**src/rtl/bridge_gate_pkg.sv**
```systemverilog
package bridge_gate_pkg;
  localparam int unsigned NUM_LEGS = 3;

  typedef enum logic [1:0] {
    LEG_FLOAT     = 2'b00,
    LEG_LOW       = 2'b01,
    LEG_HIGH      = 2'b10,
    LEG_FLOAT_ALT = 2'b11
  } leg_req_e;
endpackage

```
**src/rtl/drive_select.sv**
```systemverilog
module drive_select
  import bridge_gate_pkg::*;
#(
  parameter int unsigned LEGS = NUM_LEGS
) (
  input  logic [2*LEGS-1:0] req_i,
  input  logic              enable_i,
  input  logic              brake_n_i,
  input  logic              fwd_i,
  output logic [2*LEGS-1:0] tgt_o
);
  // Reverse rotation swaps the requests of phases 1 and 2.
  function automatic int unsigned src_of(input int unsigned leg, input logic fwd);
    if (fwd || leg == 0) return leg;
    return (leg == 1) ? 2 : 1;
  endfunction

  for (genvar g = 0; g < LEGS; g++) begin : g_leg
    logic [1:0] raw;
    leg_req_e   pick;
    always_comb begin
      raw = req_i[2*src_of(g, fwd_i) +: 2];
      if (!enable_i)       pick = LEG_FLOAT;
      else if (!brake_n_i) pick = LEG_HIGH;
      else begin
        unique case (raw)
          2'b10:   pick = LEG_HIGH;
          2'b01:   pick = LEG_LOW;
          default: pick = LEG_FLOAT;
        endcase
      end
    end
    assign tgt_o[2*g +: 2] = pick;
  end
endmodule

```
**src/rtl/leg_gate.sv**
```systemverilog
module leg_gate
  import bridge_gate_pkg::*;
#(
  parameter int unsigned DEAD_CYC = 50
) (
  input  logic       clk,
  input  logic       rst_n,
  input  logic [1:0] tgt_i,
  output logic       hi_o,
  output logic       lo_o
);
  localparam int unsigned CW = $clog2(DEAD_CYC + 1);
  localparam logic [CW-1:0] LIM     = CW'(DEAD_CYC - 1);
  localparam logic [CW-1:0] GAP_MAX = CW'(DEAD_CYC);

  logic          hi_q, lo_q, hi_d, lo_d;
  logic [CW-1:0] off_cnt;
  logic          ready;
  leg_req_e      tgt;

  assign tgt   = leg_req_e'(tgt_i);
  assign ready = (off_cnt == LIM) && !hi_q && !lo_q;

  always_comb begin
    hi_d = hi_q;
    lo_d = lo_q;
    unique case (tgt)
      LEG_HIGH: begin
        if (lo_q)               lo_d = 1'b0;
        else if (!hi_q && ready) hi_d = 1'b1;
      end
      LEG_LOW: begin
        if (hi_q)               hi_d = 1'b0;
        else if (!lo_q && ready) lo_d = 1'b1;
      end
      default: begin
        hi_d = 1'b0;
        lo_d = 1'b0;
      end
    endcase
  end

  always_ff @(posedge clk or negedge rst_n) begin
    if (!rst_n) begin
      hi_q    <= 1'b0;
      lo_q    <= 1'b0;
      off_cnt <= LIM;
    end else begin
      hi_q <= hi_d;
      lo_q <= lo_d;
      if (hi_q || lo_q)      off_cnt <= '0;
      else if (off_cnt != LIM) off_cnt <= off_cnt + 1'b1;
    end
  end

  assign hi_o = hi_q;
  assign lo_o = lo_q;

  // Independent count of cycles the leg has spent fully off.
  logic [CW-1:0] gap_q;
  always_ff @(posedge clk or negedge rst_n) begin
    if (!rst_n)                gap_q <= GAP_MAX;
    else if (hi_o || lo_o)     gap_q <= '0;
    else if (gap_q != GAP_MAX) gap_q <= gap_q + 1'b1;
  end

  AST_LEG_EXCLUSIVE: assert property (@(posedge clk) disable iff (!rst_n) !(hi_o && lo_o));
  AST_DEAD_GAP: assert property (@(posedge clk) disable iff (!rst_n) ($rose(hi_o) || $rose(lo_o)) |-> gap_q >= GAP_MAX);
  AST_FLOAT_OFF: assert property (@(posedge clk) disable iff (!rst_n) (tgt_i == 2'b00) |=> (!hi_o && !lo_o));
endmodule

```
**src/rtl/fault_flag.sv**
```systemverilog
module fault_flag (
  input  logic clk,
  input  logic rst_n,
  input  logic oc_i,
  input  logic therm_i,
  output logic diag_n_o
);
  always_ff @(posedge clk or negedge rst_n) begin
    if (!rst_n) diag_n_o <= 1'b1;
    else        diag_n_o <= !(oc_i || therm_i);
  end

  AST_DIAG_PULL: assert property (@(posedge clk) disable iff (!rst_n) (oc_i || therm_i) |=> !diag_n_o);
  AST_DIAG_IDLE: assert property (@(posedge clk) disable iff (!rst_n) !(oc_i || therm_i) |=> diag_n_o);
endmodule

```
**src/rtl/bridge_gate_ctrl.sv**
```systemverilog
module bridge_gate_ctrl
  import bridge_gate_pkg::*;
#(
  parameter int unsigned DEAD_CYC = 50
) (
  input  logic                  clk,
  input  logic                  rst_n,
  input  logic [2*NUM_LEGS-1:0] phase_req,
  input  logic                  enable,
  input  logic                  brake_n,
  input  logic                  dir_fwd,
  input  logic                  oc_flag,
  input  logic                  therm_flag,
  output logic [NUM_LEGS-1:0]   gate_hi,
  output logic [NUM_LEGS-1:0]   gate_lo,
  output logic                  diag_n
);
  logic [2*NUM_LEGS-1:0] tgt;

  drive_select #(.LEGS(NUM_LEGS)) sel_i (
    .req_i     (phase_req),
    .enable_i  (enable),
    .brake_n_i (brake_n),
    .fwd_i     (dir_fwd),
    .tgt_o     (tgt)
  );

  for (genvar g = 0; g < NUM_LEGS; g++) begin : g_leg
    leg_gate #(.DEAD_CYC(DEAD_CYC)) leg_i (
      .clk   (clk),
      .rst_n (rst_n),
      .tgt_i (tgt[2*g +: 2]),
      .hi_o  (gate_hi[g]),
      .lo_o  (gate_lo[g])
    );
  end

  fault_flag diag_i (
    .clk      (clk),
    .rst_n    (rst_n),
    .oc_i     (oc_flag),
    .therm_i  (therm_flag),
    .diag_n_o (diag_n)
  );

  AST_DISABLE_OFF: assert property (@(posedge clk) disable iff (!rst_n) !enable |=> (gate_hi == '0 && gate_lo == '0));
  AST_BRAKE_LOW_OFF: assert property (@(posedge clk) disable iff (!rst_n) (enable && !brake_n) |=> gate_lo == '0);
endmodule

```
**config.mk**
```make
export PLATFORM = sky130hd
export DESIGN_NAME = bridge_gate_ctrl
export DESIGN_NICKNAME = d
export VERILOG_FILES = /design/src/rtl/bridge_gate_pkg.sv /design/src/rtl/drive_select.sv /design/src/rtl/leg_gate.sv /design/src/rtl/fault_flag.sv /design/src/rtl/bridge_gate_ctrl.sv
export SDC_FILE = /design/constraint.sdc
export NUM_CORES = 1
export LEC_CHECK = 0
export BUFFER_PORTS_ARGS = -buffer_cell sky130_fd_sc_hd__buf_2
export CAP_MARGIN = 40
export CORE_ASPECT_RATIO = 0.6
export CORE_MARGIN = 2
export CORE_UTILIZATION = 50
export DETAILED_ROUTE_END_ITERATION = 6
export GPL_TIMING_DRIVEN = 0
export PLACE_DENSITY = 0.71
export SLEW_MARGIN = 20
export SYNTH_ARGS = -nofsm -noshare
export SYNTH_HDL_FRONTEND = slang
export SYNTH_SLANG_ARGS = --single-unit
```
**constraint.sdc**
```tcl
create_clock -name clk -period 3 [get_ports clk]
set_input_delay 0.3 -clock clk [delete_from_list [all_inputs] [get_ports clk]]
set_output_delay 0.3 -clock clk [all_outputs]
set_load 0.005 [all_outputs]
```
# After elaboration in Yosys (flattened, before gate mapping)
# Cells that the tools add are included.
[word_totals] latchBits=0 reg_bits=25 inputBits=13 memories=0 mem_bits_ro=0 mem_bits_rw=0
[op_classes] addsub=3 n_eq_ne=30 n_bitwise=0 div_mod_pow=0 n_shift=2 n_mul=0 order_cmp=0 n_reduce_logical=32 mux=38
[ops] operator="$mux 6" n=6
[ops] operator="$mux 1" n=20
[ops] operator="$add 6x1->6 const B" n=3
[ops] operator="$eq 6x6->1 const B" n=3
[ops] operator="$mux 2" n=9
[ops] operator="$ne 6x6->1 const B" n=3
[ops] operator="$eq 2x1->1 const B" n=6
[ops] operator="$eq 2x2->1 const B" n=6
[ops] operator="$logic_and 1x1->1" n=12
[ops] operator="$ne 2x1->1 const B" n=6
[ops] operator="$ne 2x2->1 const B" n=6
[ops] operator="$pmux 2 s2" n=3
[ops] operator="$reduce_and 2->1" n=6
[ops] operator="$shiftx 6x4->2" n=2
[ops] operator="$logic_not 1->1" n=7
[ops] operator="$reduce_bool 2->1" n=3
[ops] operator="$logic_or 1x1->1" n=4

# Logic depth before layout (Yosys ltp)
[logic_depth] depth_word=10 mapped_depth=5 mapped_depth_nobuf=5

# By module
# Synthesis repeated with hierarchy kept, for this count alone.
[hier_totals] cells_unflattened=139 hier_area_um2=1423.9
[by_module_without_submodules] mod="leg_gate (g_leg[1].leg_i ...)" area_per_inst_um2=426.7 n_inst=2 cells_per_inst=40
[by_module_without_submodules] mod="leg_gate (g_leg[0].leg_i)" area_per_inst_um2=427.9 n_inst=1 cells_per_inst=41
[by_module_without_submodules] mod="drive_select" area_per_inst_um2=112.6 n_inst=1 cells_per_inst=16
[by_module_without_submodules] mod="fault_flag" area_per_inst_um2=30.0 n_inst=1 cells_per_inst=2

# Least setup slack after synthesis
# No wires, ideal clock.
[synth_timing] path_type="register -> register" startpoint="reg g_leg[2].leg_i.off_cnt[0]" endpoint="reg g_leg[2].leg_i.off_cnt[1]" period_less_slack_ns=1.325 stages_incl_launch_ff=5 setup_slack_ns=1.675 t_arrival_ns=1.238 setup_ns=0.087 path_buffers=0 path_cell_list="dfstp_2 > ha_1 > nand4b_1 > o21a_1 > a211oi_2"
[synth_via] elab_chain_len=3
[synth_rtl] element="from (decl)" line="leg_gate.sv:17" text="logic [CW-1:0] off_cnt;"
[synth_rtl] element="from (signal assigned)" line="leg_gate.sv:52" text="else if (off_cnt != LIM) off_cnt <= off_cnt + 1'b1;"
[synth_rtl] element="$add 6x1->6" line="leg_gate.sv:52"
[synth_rtl] element="$mux 6" line="leg_gate.sv:52"
[synth_rtl] element="$mux 6" line="leg_gate.sv:51" text="if (hi_q || lo_q) off_cnt <= '0;"
# Parallel ways exist; a longest one is shown, timed or not. The select of a mux whose other input is x is not followed.
# A chain may end at the register's enable or synchronous reset.

# Worst setup path after layout
# Same ends and word-level chain as after synthesis.

==> qor.yml <==
cts:
  root_buffer: "clkbuf_8"
  cts_hold_buf: 0
  clk_pin_slew_ns: 0.09
  postCtsSetupRepairBufs: 0
  cts_sinks: 25
  clock_latency_ns: 0.26
  htree_levels: 1
  cts_buffer_depth: 2
  cts_tree: "built"
  cts.repair.resized: 0
  numCtsBuffers: 3
route:
  ant_nets: 0
  drt-pass1-iter-count: 4
  drt_iter0_drc: 60
  drt-vias-per-instance: 5.399
  drcViolationCount: 0
  wl_per_cell_um: 13.54
  drt_wl_total_um: 2545
  vias: 1015
worst_setup_path:
  crit_arrival_ns: 1.70
  slowest_delay_ns: 0.61
  criticalPathCategory: "register to register"
  critPathSlowestCell: "dfstp_2"
  cp_max_fo: 6
  cp_num_buf_inv: 0
  crit_required_ns: 3.18
  end_kind: "register"
  start_kind: "register"
  path_delay_family: "flip-flops"
  cp_cell_sequence: "ha_1 > nand4b_1 > o21a_1 > a211oi_2"
synthesis:
  ys_seq_elements: 25
  synth-async-reset-ratio: 1.000
  synth.area.top_cells: "dfrtp_1, dfstp_2, ha_1, o2111a_1, nor3_1"
  synth-edff-count: 0
  synthesis.nets: 152
  ys_seq_area_frac: 0.4595
  ys_warn_count: 0
  synthCells: 133
  syn_area_per_cell_um2: 10.44
  yosysTopAreaCell: "dfrtp_1"
  ys.flop_type: "dfrtp_1"
  synth_top_area_frac: 0.2703
  synth_cell_type_count: 34
  syn-cell-area_um2: 1389
global_route:
  track_usage: 0.1771
  grt.overflow.total: 0
  grt_pass1_wl_um: 4374
  met2_usage: 0.2815
  gr-usage-met1: 0.2457
  grt_pass1_vias: 994
  antenna_found_initial: 0
  grt_start_max_net_pins: 26
  top_usage_layer: "met2"
  use_met3: 0.04911
timing:
  finClkSkew_ns: 0.005205
  slew_violations: 0
  fmax_mhz: 657.7
  finalSetupTns_ns: 0
  fin_crit_sh: 0.5068
  period_needed_ns: 1.520
  rsz0062_at_grt: "false"
  setup_slack_ns: 1.480
  setup_violations: 0
  relSlewSlack: 0.6428
  worst_pin_slew_ns: 0.5358
  hold_viol_final: 0
placement:
  placed_area_um2: 1524
  io_buffers: 19
  gp_congestion: 0.7868
  dp_slack_ns: 1.488
  hpwl_um: 1985
layout:
  drive_above_1_share: 0.3141
  fill_cells: 222
  areaGrowthSynthToFinish_pct: 13.06
  final_nets: 176
  antennaDiodeCount: 0
  final_area_um2: 1570
power_and_ir_drop:
  leakagePower_nw: 0.6938
  power.switching_uw: 241.8
  p_sw_frac: 0.2948
  seqPwrFrac: 0.537
  ir_drop_mv: 0.2739
  p_int_uw: 578.2
  power.density_nw_per_um2: 522.2
  power_frac_clock: 0.239
  p_comb_frac: 0.224
floorplan:
  placement_rows: 14
  dieArea_um2: 3229
  core_area_um2: 2575
  fp.dieW_um: 72.04
  start_util: 0.5394
  fp.dieH_um: 44.83
  io_pins: 20
hold_path:
  hp-class: "input port to async pin"
run_status:
  status: "finished, final reports clean"
run:
  cap_violations: 0
sequential cells by signal, indices dropped and copies added (netlist names):
name	flops
diag_i.diag_n_o	1
g_leg.leg_i.hi_o	3
g_leg.leg_i.lo_o	3
g_leg.leg_i.off_cnt	18
cell usage in the layout (no fill, tap or decap), types with 4 or more instances in the layout:
cell type	netlist	layout
or3_1	4	4
inv_1	5	5
buf_2	0	19
nand2_1	6	6
xor2_1	6	6
dfrtp_1	15	15
nor3_1	11	11
nor2_1	11	11
o2111a_1	5	5
nand3_1	6	6
buf_4	7	7
nand2b_1	4	4
ha_1	6	6
dfstp_2	10	10
o21ai_0	4	4
o21a_1	4	4
final timing paths:
| path | startpoint | endpoint | slack (ns) | cells past startpoint |
|---|---|---|---|---|
| setup / recovery | g_leg[2].leg_i.off_cnt[0] | g_leg[2].leg_i.off_cnt[1] | 1.48 | 4 |
| hold / removal | rst_n | g_leg[1].leg_i.off_cnt[1] | 0.009 | 1 |
| setup reg to reg | g_leg[2].leg_i.off_cnt[0] | g_leg[2].leg_i.off_cnt[1] | 1.48 | 4 |
| hold reg to reg | g_leg[2].leg_i.off_cnt[5] | g_leg[2].leg_i.off_cnt[5] | 0.51 | 2 |
| max in group asynchronous | rst_n | g_leg[2].leg_i.off_cnt[4] | 2.62 | 1 |
| min in group clk | oc_flag | diag_i.diag_n_o | 0.13 | 2 |
per-stage QoR:
step | total power [mW] | hold WS [ns] | cells | util
6_report | 0.8200 | 0.009283 | 188 | 0.6098
3_3_place_gp | 0.6128 | 0.3187 | 184 | 0.5918
4_1_cts | 0.8287 | 0.02832 | 188 | 0.6098
3_5_place_dp | 0.6318 | 0.3186 | 184 | 0.5918
2_1_floorplan | 0.5706 | 0.004409 | 133 | -
5_1_grt | 0.8793 | 0.03814 | 188 | 0.6098
per-layer routing:
metal | wire length [µm] | up-vias
li1 | - | 511
met1 | 1317 | 476
met2 | 1055 | 26
met3 | 164 | 2
met4 | 8 | 0
met5 | 0 | -
cell usage after synthesis, drive strengths merged (4+ instances only):
master / count
o2111a: 5
o21a: 4
dfrtp: 15
ha: 6
dfstp: 10
nand2b: 4
nor2: 11
o21ai: 5
or3: 4
nand2: 6
inv: 5
nand3: 8
nor3: 11
xor2: 6
buf: 8
cell type report:
type	count	area, µm²	share of cell area
plain buffers	10	71.32	0.04542
inverters	5	18.77	0.01195
clock inverters	1	5.005	0.003187
flip-flops and latches	25	638.1	0.4064
well taps	32	40.04	0.02550
repair buffers	19	95.09	0.06056
multi-input cells	93	660.6	0.4207
clock buffers	3	41.29	0.02629
power by group through the flow:
| stage | sequential, mW | clock [mW] | combinational [mW] |
|---|---|---|---|
| after floorplan | 0.433 | 0 | 0.138 |
| after global placement | 0.441 | 0 | 0.171 |
| after detailed placement | 0.445 | 0 | 0.186 |
| after CTS | 0.440 | 0.201 | 0.188 |
| after global routing | 0.449 | 0.218 | 0.212 |
| final | 0.440 | 0.196 | 0.184 |
kinds of logic (layout without fill, tap and decap cells):
family                     count (synthesis)  after routing  share of synthesized area
xor gates and xnor gates                   9              9                    0.05676
buffers and inverters                     15             38                    0.06487
and+or+nand+nor                           54             54                     0.2225
muxes                                      2              2                    0.01441
AOI/OAI and AO/OA                         22             22                     0.1279
DFF                                       25             25                     0.4595
adders and majority gates                  6              6                    0.05405
Note: power is estimated with default switching activity, not from simulation.
